`src/rtl/pps_pkg.sv`:
```
package pps_pkg;
  localparam int unsigned NS_W   = 32;
  localparam int unsigned FRAC_W = 32;
  localparam int unsigned TS_W   = NS_W + FRAC_W;
  localparam int unsigned CFG_W  = 32;

  typedef logic [TS_W-1:0] ts_t;
endpackage

```
`src/rtl/pps_wrap_detect.sv`:
```
module pps_wrap_detect
  import pps_pkg::*;
(
  input  logic            clk_i,
  input  logic            rst_ni,
  input  logic [NS_W-1:0] time_ns_i,
  output logic            roll_o
);
  logic [NS_W-1:0] prev_q;

  always_ff @(posedge clk_i or negedge rst_ni) begin
    if (!rst_ni) prev_q <= '0;
    else         prev_q <= time_ns_i;
  end

  // time went backwards: counter passed its rollover
  assign roll_o = time_ns_i < prev_q;
endmodule

```
`src/rtl/pps_thresh_adv.sv`:
```
module pps_thresh_adv
  import pps_pkg::*;
#(
  parameter int unsigned ROLL_NS  = 1000000000,
  parameter int unsigned MAX_WRAP = 5,
  localparam int unsigned KW      = $clog2(MAX_WRAP + 1)
) (
  input  logic [NS_W-1:0]   thr_ns_i,
  input  logic [FRAC_W-1:0] thr_frac_i,
  input  ts_t               incr_i,
  output logic [NS_W-1:0]   res_ns_o,
  output logic [FRAC_W-1:0] res_frac_o,
  output logic [KW-1:0]     wraps_o
);
  logic [TS_W:0]       sum;
  logic [63:0]         sum_ns64;
  logic [MAX_WRAP-1:0] ge;
  logic [63:0]         kroll;

  assign sum      = {1'b0, thr_ns_i, thr_frac_i} + {1'b0, incr_i};
  assign sum_ns64 = 64'(sum[TS_W:FRAC_W]);

  // thermometer of rollover multiples crossed
  for (genvar j = 1; j <= MAX_WRAP; j++) begin : g_mult
    assign ge[j-1] = sum_ns64 >= 64'(j) * 64'(ROLL_NS);
  end

  always_comb begin
    wraps_o = '0;
    for (int i = 0; i < MAX_WRAP; i++) wraps_o = wraps_o + KW'(ge[i]);
  end

  assign kroll      = 64'(wraps_o) * 64'(ROLL_NS);
  assign res_ns_o   = NS_W'(sum_ns64 - kroll);
  assign res_frac_o = sum[FRAC_W-1:0];

  always_comb begin
    if (thr_ns_i < NS_W'(ROLL_NS) && sum_ns64 < 64'(MAX_WRAP + 1) * 64'(ROLL_NS))
      a_res_range_r5: assert (res_ns_o < NS_W'(ROLL_NS));
  end
endmodule

```
`src/rtl/pps_phase_ctrl.sv`:
```
module pps_phase_ctrl
  import pps_pkg::*;
#(
  parameter int unsigned ROLL_NS  = 1000000000,
  parameter int unsigned MAX_WRAP = 5
) (
  input  logic              clk_i,
  input  logic              rst_ni,
  input  logic              en_i,
  input  logic              roll_i,
  input  logic [NS_W-1:0]   time_ns_i,
  input  logic [FRAC_W-1:0] time_frac_i,
  input  logic              thr_wr_i,
  input  logic [NS_W-1:0]   thr_ns_i,
  input  logic [FRAC_W-1:0] thr_frac_i,
  input  ts_t               hi_incr_i,
  input  ts_t               lo_incr_i,
  output logic              level_o
);
  localparam int unsigned KW = $clog2(MAX_WRAP + 1);
  localparam int unsigned WW = KW + 2;
  localparam logic signed [WW-1:0] W_NEG1 = '1;
  localparam logic signed [WW-1:0] W_MAX  = WW'(MAX_WRAP);

  logic [NS_W-1:0]         thr_ns_q;
  logic [FRAC_W-1:0]       thr_frac_q;
  logic signed [WW-1:0]    wraps_q, eff, adv_wraps;
  logic                    level_q, time_ge, hit, toggle;
  ts_t                     incr;
  logic [NS_W-1:0]         res_ns;
  logic [FRAC_W-1:0]       res_frac;
  logic [KW-1:0]           k;

  // rollovers still to pass, after this cycle's rollover
  assign eff     = wraps_q - $signed({{(WW-1){1'b0}}, roll_i});
  assign time_ge = {time_ns_i, time_frac_i} >= {thr_ns_q, thr_frac_q};
  assign hit     = en_i && (eff[WW-1] || (eff == '0 && time_ge));
  assign toggle  = hit && !thr_wr_i;
  assign incr    = level_q ? lo_incr_i : hi_incr_i;

  pps_thresh_adv #(
    .ROLL_NS  (ROLL_NS),
    .MAX_WRAP (MAX_WRAP)
  ) u_adv (
    .thr_ns_i   (thr_ns_q),
    .thr_frac_i (thr_frac_q),
    .incr_i     (incr),
    .res_ns_o   (res_ns),
    .res_frac_o (res_frac),
    .wraps_o    (k)
  );

  always_comb begin
    adv_wraps = $signed({2'b00, k}) + eff;
    if (adv_wraps < W_NEG1) adv_wraps = W_NEG1;
  end

  always_ff @(posedge clk_i or negedge rst_ni) begin
    if (!rst_ni) begin
      thr_ns_q   <= '0;
      thr_frac_q <= '0;
      wraps_q    <= '0;
      level_q    <= 1'b0;
    end else begin
      if (thr_wr_i) begin
        thr_ns_q   <= thr_ns_i;
        thr_frac_q <= thr_frac_i;
        wraps_q    <= '0;
      end else if (!en_i) begin
        wraps_q    <= '0;
      end else if (hit) begin
        thr_ns_q   <= res_ns;
        thr_frac_q <= res_frac;
        wraps_q    <= adv_wraps;
      end else begin
        wraps_q    <= eff;
      end

      if (!en_i)       level_q <= 1'b0;
      else if (toggle) level_q <= ~level_q;
    end
  end

  assign level_o = level_q;

  p_wraps_range_r5: assert property (@(posedge clk_i) disable iff (!rst_ni)
    wraps_q >= W_NEG1 && wraps_q <= W_MAX);

  p_disabled_clears_r7: assert property (@(posedge clk_i) disable iff (!rst_ni)
    !en_i |=> !level_q);

  p_load_keeps_level_r8: assert property (@(posedge clk_i) disable iff (!rst_ni)
    (en_i && thr_wr_i) |=> $stable(level_q));

  p_pending_holds_r5: assert property (@(posedge clk_i) disable iff (!rst_ni)
    (en_i && !thr_wr_i && !roll_i && !hit) |=> $stable(wraps_q) && $stable(thr_ns_q));

  p_future_no_toggle_r3: assert property (@(posedge clk_i) disable iff (!rst_ni)
    (en_i && !roll_i && wraps_q > 0) |=> $stable(level_q));
endmodule

```
`src/rtl/pps_gen.sv`:
```
module pps_gen
  import pps_pkg::*;
#(
  parameter int unsigned ROLL_NS  = 1000000000,
  parameter int unsigned MAX_WRAP = 5,
  parameter int unsigned EN_BIT   = 30,
  parameter int unsigned INV_BIT  = 31
) (
  input  logic              clk_i,
  input  logic              rst_ni,
  input  logic [NS_W-1:0]   time_ns_i,
  input  logic [FRAC_W-1:0] time_frac_i,
  input  logic [CFG_W-1:0]  cfg_i,
  input  logic              thr_wr_i,
  input  logic [NS_W-1:0]   thr_ns_i,
  input  logic [FRAC_W-1:0] thr_frac_i,
  input  logic [TS_W-1:0]   hi_incr_i,
  input  logic [TS_W-1:0]   lo_incr_i,
  output logic              pps_o
);
  logic en, inv, roll, level;

  assign en  = cfg_i[EN_BIT];
  assign inv = cfg_i[INV_BIT];

  pps_wrap_detect u_wrap (
    .clk_i     (clk_i),
    .rst_ni    (rst_ni),
    .time_ns_i (time_ns_i),
    .roll_o    (roll)
  );

  pps_phase_ctrl #(
    .ROLL_NS  (ROLL_NS),
    .MAX_WRAP (MAX_WRAP)
  ) u_ctrl (
    .clk_i       (clk_i),
    .rst_ni      (rst_ni),
    .en_i        (en),
    .roll_i      (roll),
    .time_ns_i   (time_ns_i),
    .time_frac_i (time_frac_i),
    .thr_wr_i    (thr_wr_i),
    .thr_ns_i    (thr_ns_i),
    .thr_frac_i  (thr_frac_i),
    .hi_incr_i   (hi_incr_i),
    .lo_incr_i   (lo_incr_i),
    .level_o     (level)
  );

  // polarity after toggle logic
  assign pps_o = (en & level) ^ inv;
endmodule

```
`config.mk`:
```
export PLATFORM = sky130hd
export DESIGN_NAME = pps_gen
export DESIGN_NICKNAME = d
export VERILOG_FILES = /design/src/rtl/pps_pkg.sv /design/src/rtl/pps_wrap_detect.sv /design/src/rtl/pps_thresh_adv.sv /design/src/rtl/pps_phase_ctrl.sv /design/src/rtl/pps_gen.sv
export SDC_FILE = /design/constraint.sdc
export NUM_CORES = 1
export LEC_CHECK = 0
export BUFFER_PORTS_ARGS = -buffer_cell sky130_fd_sc_hd__buf_2
export CAP_MARGIN = 20
export CORE_AREA = 5 5 159 223
export DETAILED_ROUTE_END_ITERATION = 10
export DIE_AREA = 0 0 164 228
export PLACE_DENSITY = 0.69
export SYNTH_ARGS = -nofsm -noshare
export SYNTH_HDL_FRONTEND = slang
export SYNTH_SLANG_ARGS = --single-unit
```
`constraint.sdc`:
```
create_clock -name clk_i -period 21.7 [get_ports clk_i]
set_input_delay 0 -clock clk_i [delete_from_list [all_inputs] [get_ports clk_i]]
set_output_delay 0 -clock clk_i [all_outputs]
set_load 0.01 [all_outputs]
```
# Yosys cells after proc, flatten, opt, wreduce, memory -nomap -nowiden
# Index checks and enable logic that the tools add are counted.
[classes]
n_addsub = 8
multipliers = 1
div_mod_pow = 0
n_lt_le_gt_ge = 8
eq_ne = 1
shifts = 0
muxes = 13
bitwise_logic = 3
reduce_logical = 9
[op_table]
columns = ["operator", "n"]
rows = [
  ["32-bit two-way mux", 6],
  ["33-bit by 32-bit >= comparator with 1-bit output (second input constant)", 2],
  ["64-bit by 64-bit adder with 65-bit output", 1],
  ["64-bit >= comparator", 1],
  ["64-bit two-way mux", 1],
  ["33-bit by 30-bit >= comparator with 1-bit output (second input constant)", 1],
  ["33-bit by 31-bit >= comparator with 1-bit output (second input constant)", 1],
  ["33-bit >= comparator (second input constant)", 1],
  ["32-bit less-than comparator", 1],
  ["32-bit subtractor", 1],
  ["3-bit by 21-bit multiplier with 23-bit output (second input constant)", 1],
  ["5-bit two-way mux", 4],
  ["3-bit by 1-bit adder with 3-bit output", 2],
  ["4-bit by 5-bit adder with 5-bit output", 1],
  ["5-bit zero test", 1],
  ["5-bit by 1-bit less-than comparator with 1-bit output (second input constant)", 1],
  ["5-bit by 2-bit subtractor with 5-bit output", 1],
  ["2-bit nonzero test", 2],
  ["2-bit by 1-bit adder with 3-bit output", 1],
  ["1-bit logical AND", 3],
  ["1-bit by 1-bit adder with 2-bit output", 1],
  ["1-bit two-way mux", 2],
  ["2-bit by 1-bit inequality test with 1-bit output (second input constant)", 1],
  ["2-bit AND reduction", 1],
  ["other kinds (5)", 5],
]
[totals]
regBits = 102
latch_bits = 0
ramBits = 0
rom_bits = 0
in_bits = 291
out_inout_bits = 1
wordCells = 48
n_memories = 0

# Depth between registers and ports, before layout
# Gate-level depths: netlist of the first run.
[depth]
word_depth = 13
mapped_depth = 42
ltp_nobuf = 40

# Cells and area by module
# A second synthesis of the first run with hierarchy kept.
[hier_totals]
hier_cells = 1814
area_unflattened_um2 = 14448.9
[by_module_without_submodules]
columns = ["module", "instances", "cells_each", "area_each_um2", "seq_area_each_um2"]
rows = [
  ["pps_thresh_adv", 1, 959, 6507.5, 0.0],
  ["pps_phase_ctrl", 1, 711, 6329.8, 1751.7],
  ["pps_wrap_detect", 1, 142, 1599.0, 800.8],
  ["pps_gen", 1, 2, 12.5, 0.0],
]

# Worst setup path after synthesis of the first run
# Ideal clock, no wire load.
[synth_path]
path_type = "reg-to-reg"
from = "register u_ctrl.level_q (netlist: u_ctrl.level_o)"
to = "register u_ctrl.thr_ns_q[30]"
setup_time_ps = 126
arrival_time_ps = 8866
required_ps = 21574
setup_slack_ps = 12708
stages_incl_launch_ff = 41
n_path_buf = 4
period_less_slack_ps = 8992
cell_sequence = "dfrtp_1 clkbuf_1 clkbuf_1 mux2_2 ha_1 clkbuf_1 nand4_1 nor2_1 nand3_1 nor4_1 a32oi_1 a21bo_2 a21oi_1 nor2_1 xnor2_1 and2_1 a2111oi_0 nand2_1 [5 not listed] ha_1 ha_1 buf_2 a21o_1 a21oi_1 o21bai_1 a21oi_1 o22ai_1 xnor2_1 ha_1 a21o_1 a21oi_1 o21ai_0 a221oi_1 or3_1 o21ai_1 xor2_1 a221o_1"
[synth_between]
elab_chain_cells = 12
word_cells_on_any_way = 16
classes_between = "add/sub (6); mul (1); order compare (5); mux (4)"
[synth_lines]
columns = ["element", "line_no", "source"]
rows = [
  ["start, declared", "pps_phase_ctrl.sv:28", "logic level_q, time_ge, hit, toggle;"],
  ["start signal, assigned", "pps_phase_ctrl.sv:80", "else if (toggle) level_q <= ~level_q;"],
  ["64-bit two-way mux *", "pps_phase_ctrl.sv:39", "assign incr = level_q ? lo_incr_i : hi_incr_i;"],
  ["64-bit by 64-bit adder with 65-bit output *", "pps_thresh_adv.sv:20", "assign sum = {1'b0, thr_ns_i, thr_frac_i} + {1'b0, incr_i};"],
  ["33-bit by 30-bit >= comparator with 1-bit output / 33-bit by 31-bit >= comparator with 1-bit output (equally long branches)", "pps_thresh_adv.sv:25", "assign ge[j-1] = sum_ns64 >= 64'(j) * 64'(ROLL_NS);"],
  ["1-bit by 1-bit adder with 2-bit output", "pps_thresh_adv.sv:30", "for (int i = 0; i < MAX_WRAP; i++) wraps_o = wraps_o + KW'(ge[i]);"],
  ["2-bit by 1-bit adder with 3-bit output", "pps_thresh_adv.sv:30", ""],
  ["3-bit by 1-bit adder with 3-bit output (2 in series)", "pps_thresh_adv.sv:30", ""],
  ["3-bit by 21-bit multiplier with 23-bit output", "pps_thresh_adv.sv:33", "assign kroll = 64'(wraps_o) * 64'(ROLL_NS);"],
  ["32-bit subtractor *", "pps_thresh_adv.sv:34", "assign res_ns_o = NS_W'(sum_ns64 - kroll);"],
  ["32-bit two-way mux *", "pps_phase_ctrl.sv:71", "end else if (hit) begin"],
  ["32-bit two-way mux *", "pps_phase_ctrl.sv:69", "end else if (!en_i) begin"],
  ["32-bit two-way mux *", "pps_phase_ctrl.sv:65", "if (thr_wr_i) begin"],
  ["end signal, assigned", "pps_phase_ctrl.sv:66", "thr_ns_q <= thr_ns_i;"],
  ["end signal, assigned", "pps_phase_ctrl.sv:72", "thr_ns_q <= res_ns;"],
  ["end, declared", "pps_phase_ctrl.sv:25", "logic [NS_W-1:0] thr_ns_q;"],
]
# Every way passes the cells marked *; elsewhere a longest branch is shown, timed or not. The select of a mux whose other input is x is not followed.
# A chain may end at the register's enable or synchronous reset.

# Worst setup path in the final report of the first run
# Same ends and word-level chain as after synthesis.

==> flow_metrics.env, run 1 <==
export IMPL_gr_usage_all_layers_pct=23.5
export IMPL_syn2layout_area_growth_pct=22.0
export IMPL_rr_startpoint="u_ctrl.level_o"
export IMPL_final_util_pct=49.7
export IMPL_path_clk_slew_ps=80
export IMPL_cts_tree="yes"
export IMPL_min_period_over_period_pct=51.9
export IMPL_finalClockSkew_ps=20.3
export IMPL_syn_avg_cell_area_um2=7.80
export IMPL_die_h_um=228
export IMPL_fin_nets=2531
export IMPL_grt_pass1_wl_um=70700
export IMPL_insertion_delay_ps=380
export IMPL_rsz0062_at_grt="false"
export IMPL_cts_root_buffer="clkbuf_16"
export IMPL_crit_required_ps=21960
export IMPL_synth_top_cells_by_area="dfrtp_1 19%, ha_1 18%, a21oi_1 6.9%"
export IMPL_cp_slowest_cell="dfrtp_2"
export IMPL_grt_pass1_vias=14165
export IMPL_final_common_cell="buf_2"
export IMPL_worstPathArrival_ps=11520
export IMPL_wl_per_cell_um=18.1
export IMPL_status="finished, final reports clean"
export IMPL_dp_hpwl_um=36200
export IMPL_synth_seq_cells=102
export IMPL_async_reset_ff_share_pct=100
export IMPL_start_util_pct=40.7
export IMPL_ys_seq_area_share_pct=19.0
export IMPL_final_hold_violation_count=0
export IMPL_synth_edff_count=0
export IMPL_n_fill_cell=3288
export IMPL_drtIter0Drc=665
export IMPL_stdcell_count=2490
export IMPL_fp_dieArea_um2=37400
export IMPL_drc=0
export IMPL_cap_violations=0
export IMPL_rr_endpoint="u_ctrl.thr_ns_q[30]"
export IMPL_row_count=79
export IMPL_max_slew_margin_rel_pct=32.3
export IMPL_antenna_left=0
export IMPL_wirelength_um=45200
export IMPL_synth_cells=1722
export IMPL_synth_top_area_share_pct=19.0
export IMPL_io_buffers=261
export IMPL_cts_buffer_depth=2
export IMPL_grt_overflow_total=0
export IMPL_cp_start_kind="flop"
export IMPL_finalCriticalPeriod_ps=11260
export IMPL_worstPathMaxFanout=40
export IMPL_r2r_slack_ps=10440
export IMPL_fin_setup_tns_ps=0
export IMPL_numCtsBuffers=9
export IMPL_htreeDepth=3
export IMPL_synth_cell_type_count=84
export IMPL_setup_viol=0
export IMPL_gp_congestion=0.962
export IMPL_grt_start_max_net_pins=96
export IMPL_via_per_inst=5.57
export IMPL_tightest_slew_ps=1020
export IMPL_yosysWarnings=0
export IMPL_syn_area_um2=13400
export IMPL_ff2ff_path_depth=33
export IMPL_layout_common_cells="259 x buf_2, 196 x ha_1, 185 x a21oi_1"
export IMPL_placed_area_um2=15100
export IMPL_ios=292
export IMPL_drive_gt1_share_pct=18.3
export IMPL_core_area_um2=33000
export IMPL_cts_resized=0
export IMPL_antenna_found_initial=2
export IMPL_slowest_delay_ps=750
export IMPL_netlist_top_cell_by_area="dfrtp_1"
export IMPL_slew_violations=0
export IMPL_vias=13857
export IMPL_fmax_ghz=0.0888
export IMPL_synth_flop_cell="dfrtp_1"
export IMPL_hp_class="primary input to async pin"
export IMPL_end_kind="flop"
export IMPL_dp_cells=2373
export IMPL_chipWidth_um=164
export IMPL_dr_pass1_iters=6
export IMPL_syn_num_nets=2215
export IMPL_finalInstanceArea_um2=16400
export IMPL_critPathKind="flop to flop"
export IMPL_numClockSinks=102
## cells by family after synthesis
logic type,share of synthesized area [%]
xor+xnor,6.33
fa+ha+maj,19.2
compound gates,25.7
mux,6.32
buf+inv,6.12
simple gates,17.3
flops,19.0
## synthesized netlist by cell type (17+ instances only)
cell type and count:
a211oi_1 32, a21o_1 57, a21oi_1 185, clkbuf_1 42
dfrtp_1 102, ha_1 196, inv_1 153, mux2_2 63
nand2_1 166, nand2b_1 24, nand3_1 17, nand4_1 36
nor2_1 120, nor2b_1 18, nor3_1 31, o21ai_0 118
xnor2_1 58, xor2_1 36
## per-stage QoR
step | setup slack, ps | hold WS (ps)
after floorplan | 12710 | -296
after global placement | 10670 | -21.6
after detailed placement | 10610 | -16.8
after CTS | 10550 | 113
after global routing | 9810 | 142
final | 10440 | 115
## per-layer routing
layer / global-route usage, % / vias up / part of all wire, %
met5: 0 / - / 0
met1: 24.8 / 6501 / 37
li1: - / 6850 / -
met4: 11.6 / 0 / 5.1
met3: 2.67 / 117 / 4.0
met2: 45.0 / 389 / 53
## how the worst max path moves through the flow
stage          slack [ps]                  end      startpoint  cells past startpoint
2_1_floorplan       12710  u_ctrl.thr_ns_q[30]  u_ctrl.level_o                     40
3_3_place_gp        10670  u_ctrl.thr_ns_q[31]  u_ctrl.level_o                     34
3_5_place_dp        10610  u_ctrl.thr_ns_q[30]  u_ctrl.level_o                     34
4_1_cts             10550  u_ctrl.thr_ns_q[30]  u_ctrl.level_o                     37
5_1_grt              9810  u_ctrl.thr_ns_q[30]  u_ctrl.level_o                     38
6_report            10440  u_ctrl.thr_ns_q[30]  u_ctrl.level_o                     33
## registers in the layout (all words and copies together), names as in the netlist
name               cells
u_ctrl.thr_frac_q     32
u_ctrl.thr_ns_q       32
u_wrap.prev_q         32
u_ctrl.wraps_q         5
u_ctrl.level_o         1
## critical path, delay by kind of cell (launching register included)
kind	cells	cell delay (ps)
and+or+nand+nor	8	2090
xor gates and xnor gates	3	1430
buffers and inverters	3	840
adders and majority gates	5	2210
AOI/OAI and AO/OA	13	3460
DFF	1	750
muxes	1	270
## final cells by class
cell class,instances,area (um^2),area share [%]
Multi-Input combinational cell,1406,10100,61.4
Sequential cell,102,2550,15.6
Antenna cell,2,5.00,0.0305
Inverter,154,578,3.53
Tap cell,445,557,3.40
Clock buffer,9,225,1.37
Timing Repair Buffer,365,2350,14.3
Clock inverter,7,67.6,0.412
## timing repair
| action | 4_1_cts | 5_1_grt |
|---|---|---|
| hold buffers | 98 | 0 |
| setup endpoints to repair | 0 | 0 |
| hold endpoints to repair | 134 | 0 |
| setup buffers | 0 | 0 |
Power of run 1 is not shown: default switching activity piles up to over one toggle a cycle in this logic, so the estimate is an artifact.
==> inputs of run 2 (changes only) <==
--- a/config.mk
+++ b/config.mk
@@ -5,11 +5,12 @@
 export SDC_FILE = /design/constraint.sdc
 export NUM_CORES = 1
 export LEC_CHECK = 0
+export ABC_AREA = 1
 export BUFFER_PORTS_ARGS = -buffer_cell sky130_fd_sc_hd__buf_2
 export CAP_MARGIN = 20
-export CORE_AREA = 5 5 159 223
+export CORE_AREA = 5 5 166 232
 export DETAILED_ROUTE_END_ITERATION = 10
-export DIE_AREA = 0 0 164 228
+export DIE_AREA = 0 0 171 237
 export PLACE_DENSITY = 0.69
 export SYNTH_ARGS = -nofsm -noshare
 export SYNTH_HDL_FRONTEND = slang
==> constraint.sdc (replaced) <==
create_clock -name clk_i -period 10.92 [get_ports clk_i]
set_input_delay 0 -clock clk_i [delete_from_list [all_inputs] [get_ports clk_i]]
set_output_delay 0 -clock clk_i [all_outputs]
set_load 0.01 [all_outputs]
==> run 2 against run 1 <==
  * Maximum frequency increased by 18%
  * Register-to-register slack got worse by 9000 ps
  * Critical endpoint unchanged
  * Flip-flop and latch count unchanged
  * Routed wire length increased by 20%
  * Global-route usage increased by 2.7 points
  * First-iteration DRC count increased by 21%
  * Largest cell class unchanged
  * Critical path depth increased by 9
  * Area after synthesis increased by 8.8%
==> flow_metrics.env, run 2 <==
export IMPL_status="finished, final reports clean"
export IMPL_critPathKind="flop to flop"
export IMPL_antenna_left=0
export IMPL_synth_top_cells_by_area="nand2_1 19%, dfrtp_1 17%, ha_1 17%"
export IMPL_synthSimpleGateAreaFrac_pct=34.2
export IMPL_drtIter0Drc=807
export IMPL_cp_common_cell="nand2_1"
export IMPL_r2r_slack_ps=1400
export IMPL_via_per_inst=5.14
export IMPL_final_hold_violation_count=0
export IMPL_cts_buffer_depth=2
export IMPL_max_slew_margin_rel_pct=46.2
export IMPL_dr_pass1_iters=5
export IMPL_vias=15994
export IMPL_netlist_top_cells_count="738 x nand2_1, 318 x inv_1, 196 x ha_1"
export IMPL_wl_per_cell_um=17.4
export IMPL_htreeDepth=3
export IMPL_ff2ff_path_depth=42
export IMPL_synth_cells=2295
export IMPL_row_count=83
export IMPL_fin_nets=3131
export IMPL_syn_avg_cell_area_um2=6.37
export IMPL_finalCriticalPeriod_ps=9520
export IMPL_drive_gt1_share_pct=15.9
export IMPL_cp_slowest_cell="fa_1"
export IMPL_synth_edff_count=0
export IMPL_grt_start_max_net_pins=66
export IMPL_rsz0062_at_grt="false"
export IMPL_cp_num_buf_inv=7
export IMPL_postCtsSetupRepairBufs=0
export IMPL_cp_start_kind="flop"
export IMPL_numClockSinks=102
export IMPL_slowest_delay_ps=550
export IMPL_cp_top_family="adder cells"
export IMPL_layout_common_cells="737 x nand2_1, 317 x inv_1, 260 x buf_2"
export IMPL_ios=292
export IMPL_hp_class="primary input to flop"
export IMPL_grt_overflow_total=0
export IMPL_cts_tree="yes"
export IMPL_largestRegisters="u_ctrl.thr_frac_q: 32 flops, u_ctrl.thr_ns_q: 32 flops, u_wrap.prev_q: 32 flops"
export IMPL_crit_required_ps=11200
export IMPL_path_clk_slew_ps=90
export IMPL_min_period_over_period_pct=87.1
export IMPL_n_fill_cell=3715
export IMPL_rr_endpoint="u_ctrl.thr_ns_q[30]"
export IMPL_syn2layout_area_growth_pct=21.2
export IMPL_finalClockSkew_ps=18.7
export IMPL_grt_pass1_vias=16343
export IMPL_grt_pass1_wl_um=83700
export IMPL_synth_fa_ha_area_share_pct=17.6
export IMPL_die_h_um=237
export IMPL_hold_start="lo_incr_i[0]"
export IMPL_start_util_pct=40.3
export IMPL_chipWidth_um=171
export IMPL_stdcell_count=3111
export IMPL_setup_viol=0
export IMPL_end_kind="flop"
export IMPL_slew_violations=0
export IMPL_async_reset_ff_share_pct=100
export IMPL_synth_compound_area_share_pct=15.6
export IMPL_synth_flop_cell="dfrtp_1"
export IMPL_fmax_ghz=0.105
export IMPL_syn_num_nets=2788
export IMPL_wirelength_um=54100
export IMPL_worstPathArrival_ps=9790
export IMPL_ys_seq_area_share_pct=17.5
export IMPL_cts_root_buffer="clkbuf_16"
export IMPL_worstPathMaxFanout=36
export IMPL_gp_congestion=1.03
export IMPL_syn_area_um2=14600
export IMPL_synth_mux_area_share_pct=0
export IMPL_yosysWarnings=0
export IMPL_numCtsBuffers=9
export IMPL_synth_top_family_by_area="simple AND/OR/NAND/NOR gates"
export IMPL_fp_dieArea_um2=40500
export IMPL_core_area_um2=36200
export IMPL_tightest_slew_ps=805
export IMPL_synth_cell_type_count=58
export IMPL_synth_top_area_share_pct=19.0
export IMPL_dp_hpwl_um=45500
export IMPL_fin_setup_tns_ps=0
export IMPL_synth_most_common_cell="nand2_1"
export IMPL_gr_usage_all_layers_pct=26.2
export IMPL_netlist_top_cell_by_area="nand2_1"
export IMPL_dp_cells=2996
export IMPL_synth_seq_cells=102
export IMPL_cap_violations=0
export IMPL_rr_startpoint="u_ctrl.level_o"
export IMPL_drc=0
export IMPL_final_common_cell="nand2_1"
export IMPL_synth_xor_area_share_pct=5.40
export IMPL_insertion_delay_ps=390
export IMPL_io_buffers=261
export IMPL_whs_endpoint="u_ctrl.thr_frac_q[0]"
export IMPL_antenna_found_initial=1
export IMPL_hold_path_depth=6
-- run 2: cell count changes after synthesis, moves of 28 or more --
| cell | before | now |
|---|---|---|
| mux2_2 | 63 | 0 |
| nand2_2 | 0 | 35 |
| a21o_1 | 57 | 10 |
| o211ai_1 | 12 | 62 |
| a21oi_1 | 185 | 147 |
| inv_1 | 153 | 318 |
| nand2_1 | 166 | 738 |
| a211oi_1 | 32 | 4 |
| o21ai_0 | 118 | 60 |
| nor2_1 | 120 | 169 |
| xnor2_1 | 58 | 22 |
| nand3_1 | 17 | 95 |
-- run 2: cell families after synthesis --
| kind of cell | count (synthesis) |
|---|---|
| AO/OA/AOI/OAI | 370 |
| XOR/XNOR | 85 |
| adder cells (fa/ha/maj) | 202 |
| buffers and inverters | 373 |
| flip-flops | 102 |
| AND/OR/NAND/NOR | 1163 |
-- run 2: worst max path at each step --
stage / startpoint / to / slack (ps) / cells after the start
floorplan: u_ctrl.level_o / u_ctrl.thr_ns_q[31] / 3370 / 49
global placement: u_ctrl.level_o / u_ctrl.thr_ns_q[30] / 1590 / 42
detailed placement: u_ctrl.level_o / u_ctrl.thr_ns_q[30] / 1430 / 42
CTS: u_ctrl.level_o / u_ctrl.thr_ns_q[30] / 1380 / 42
global route: u_ctrl.level_o / u_ctrl.thr_ns_q[31] / 740 / 39
finish: u_ctrl.level_o / u_ctrl.thr_ns_q[30] / 1400 / 42
-- run 2: stage by stage --
step	setup WS, ps	instance area (um^2)	hold WS (ps)	utilization, %
finish	1400	17700	138	48.9
global route	739	17700	172	48.9
CTS	1380	17700	129	48.9
detailed placement	1430	16400	55.2	45.3
global placement	1590	16400	48.9	45.3
floorplan	3370	14600	-296	-
-- run 2: area by class of cell --
cell class / count / area (um^2) / share of cell area [%]
multi-input combinational: 1820 / 10600 / 60.1
timing repair buffer: 367 / 2350 / 13.3
sequential: 102 / 2550 / 14.4
tap: 467 / 584 / 3.30
antenna: 1 / 2.50 / 0.0141
clock inverter: 7 / 87.6 / 0.495
inverter: 338 / 1270 / 7.16
clock buffer: 9 / 225 / 1.27
-- run 2: routing by layer --
layer | global-route usage [%] | routed length [um] | vias up
li1 | - | - | 8148
met3 | 2.30 | 1770 | 122
met1 | 27.3 | 20200 | 7322
met5 | 0 | 0 | -
met4 | 14.2 | 3360 | 0
met2 | 50.5 | 28800 | 402
-- run 2: worst register-to-register path: cells and delay by family (launching register included) --
kind	cells	cell delay, ps
flip-flops	1	410
AND/OR/NAND/NOR	19	2340
AO/OA/AOI/OAI	9	2330
XOR/XNOR	1	260
adder cells (fa/ha/maj)	6	2510
buffers and inverters	7	1580
-- run 2: repair_timing --
action                                 4_1_cts  5_1_grt
setup endpoints to repair                    0        0
gates resized for setup                      0        0
endpoints found under the hold margin      145        0
hold buffers                                98        0
Power of run 2 is left out for the same reason.
==> inputs of run 3 (changes only) <==
--- a/config.mk
+++ b/config.mk
@@ -8,9 +8,9 @@
 export ABC_AREA = 1
 export BUFFER_PORTS_ARGS = -buffer_cell sky130_fd_sc_hd__buf_2
 export CAP_MARGIN = 20
-export CORE_AREA = 5 5 166 232
+export CORE_AREA = 5 5 195 197
 export DETAILED_ROUTE_END_ITERATION = 10
-export DIE_AREA = 0 0 171 237
+export DIE_AREA = 0 0 200 202
 export PLACE_DENSITY = 0.69
 export SYNTH_ARGS = -nofsm -noshare
 export SYNTH_HDL_FRONTEND = slang
==> run 3 against run 2 <==
  * Non-clock buffer count down 2
  * Count of clock-buffer cells in the layout up 1
  * Design area about the same
  * Global-route usage decreased by 0.68 points
  * Core utilization is 0.23 points higher
  * Hold slack better by 4.4 ps
  * Die area decreased by 0.31%
  * Worst setup slack improved by 38 ps
  * First-iteration DRC count grew 35%
  * Critical endpoint is now u_ctrl.thr_ns_q[31]
==> flow_metrics.env, run 3 (synthesized netlist as in run 2, its figures left out) <==
export IMPL_numCtsBuffers=9
export IMPL_finalClockSkew_ps=12.4
export IMPL_n_fill_cell=3726
export IMPL_numClockSinks=102
export IMPL_cts_tree="yes"
export IMPL_r2r_slack_ps=1440
export IMPL_path_clk_slew_ps=80
export IMPL_finalCriticalPeriod_ps=9480
export IMPL_gp_congestion=1.00
export IMPL_cp_slowest_cell="fa_1"
export IMPL_worstPathArrival_ps=9740
export IMPL_grt_pass1_vias=16161
export IMPL_fp_dieArea_um2=40400
export IMPL_cp_num_buf_inv=7
export IMPL_hp_class="primary input to flop"
export IMPL_start_util_pct=40.5
export IMPL_tightest_slew_ps=838
export IMPL_via_per_inst=5.21
export IMPL_largestRegisters="u_ctrl.thr_frac_q: 32 flops, u_ctrl.thr_ns_q: 32 flops, u_wrap.prev_q: 32 flops"
export IMPL_rsz0062_at_grt="false"
export IMPL_hold_start="hi_incr_i[0]"
export IMPL_min_period_over_period_pct=86.8
export IMPL_cts_root_buffer="clkbuf_16"
export IMPL_drc=0
export IMPL_grt_pass1_wl_um=82600
export IMPL_chipWidth_um=200
export IMPL_grt_overflow_total=0
export IMPL_dp_hpwl_um=43500
export IMPL_crit_required_ps=11190
export IMPL_slew_violations=0
export IMPL_drive_gt1_share_pct=15.9
export IMPL_worstPathMaxFanout=43
export IMPL_cp_common_cell="nand2_1"
export IMPL_final_common_cell="nand2_1"
export IMPL_syn2layout_area_growth_pct=21.3
export IMPL_dr_pass1_iters=5
export IMPL_insertion_delay_ps=380
export IMPL_antenna_left=0
export IMPL_drtIter0Drc=1086
export IMPL_cap_violations=0
export IMPL_setup_viol=0
export IMPL_final_hold_violation_count=0
export IMPL_ios=292
export IMPL_row_count=70
export IMPL_slowest_delay_ps=530
export IMPL_die_h_um=202
export IMPL_wirelength_um=52900
export IMPL_cp_top_family="adder cells"
export IMPL_antenna_found_initial=0
export IMPL_rr_startpoint="u_ctrl.level_o"
export IMPL_end_kind="flop"
export IMPL_max_slew_margin_rel_pct=44.2
export IMPL_wl_per_cell_um=17.0
export IMPL_vias=16203
export IMPL_core_area_um2=36100
export IMPL_fin_nets=3129
export IMPL_fin_setup_tns_ps=0
export IMPL_cp_start_kind="flop"
export IMPL_io_buffers=261
export IMPL_htreeDepth=3
export IMPL_critPathKind="flop to flop"
export IMPL_status="finished, final reports clean"
export IMPL_grt_start_max_net_pins=67
export IMPL_gr_usage_all_layers_pct=25.5
export IMPL_whs_ps=142
export IMPL_cts_buffer_depth=2
export IMPL_critPathLaunch="u_ctrl.level_o"
export IMPL_layout_common_cells="737 x nand2_1, 317 x inv_1, 260 x buf_2"
export IMPL_fmax_ghz=0.106
-- run 3: area by class of cell --
type                       count  area (um^2)  share of cell area [%]
antenna                        1         2.50                  0.0141
clock buffer                  10          239                    1.35
clock inverter                 6         92.6                   0.523
inverter                     338         1270                    7.16
multi-input combinational   1820        10600                    60.1
sequential                   102         2550                    14.4
tap                          468          586                    3.31
timing repair buffer         365         2330                    13.2
-- run 3: what timing repair did --
action / CTS / global route
setup buffers: 0 / 0
hold buffers: 98 / 0
resized for setup: 0 / 0
hold endpoints to repair: 149 / 0
-- run 3: layer usage --
metal | GRT usage, % | vias up | routed length [um] | share of wire, %
met5 | 0 | - | 0 | 0
met4 | 7.67 | 0 | 1640 | 3.1
met3 | 1.83 | 83 | 2350 | 4.4
met2 | 45.0 | 442 | 25700 | 49
met1 | 33.2 | 7523 | 23200 | 44
li1 | - | 8155 | - | -
-- run 3: path summary, 6_finish.rpt --
kind,to,cells after the start
max in group asynchronous,u_ctrl.level_o,3
setup reg to reg,u_ctrl.thr_ns_q[31],47
hold reg to reg,u_ctrl.thr_frac_q[0],2
hold / removal,u_ctrl.thr_frac_q[0],6
setup / recovery,u_ctrl.thr_ns_q[31],47
min in group asynchronous,u_wrap.prev_q[0],2
-- run 3: worst register-to-register path: cells and delay by family (launching register included) --
family	cells	cell delay, ps
AND/OR/NAND/NOR	22	2630
AO/OA/AOI/OAI	9	1850
buffers and inverters	7	1270
adder cells (fa/ha/maj)	8	3040
flip-flops	1	410
XOR/XNOR	1	190
-- run 3: metrics by stage --
step                setup WS (ps)  util [%]  std cells  area, um^2
floorplan                    3370         -       2295       14600
global placement             1730      45.5       2995       16400
detailed placement           1540      45.5       2995       16400
CTS                          1500      49.1       3109       17700
global route                  599      49.1       3109       17700
finish                       1440      49.1       3110       17700
Power of run 3 is left out for the same reason.
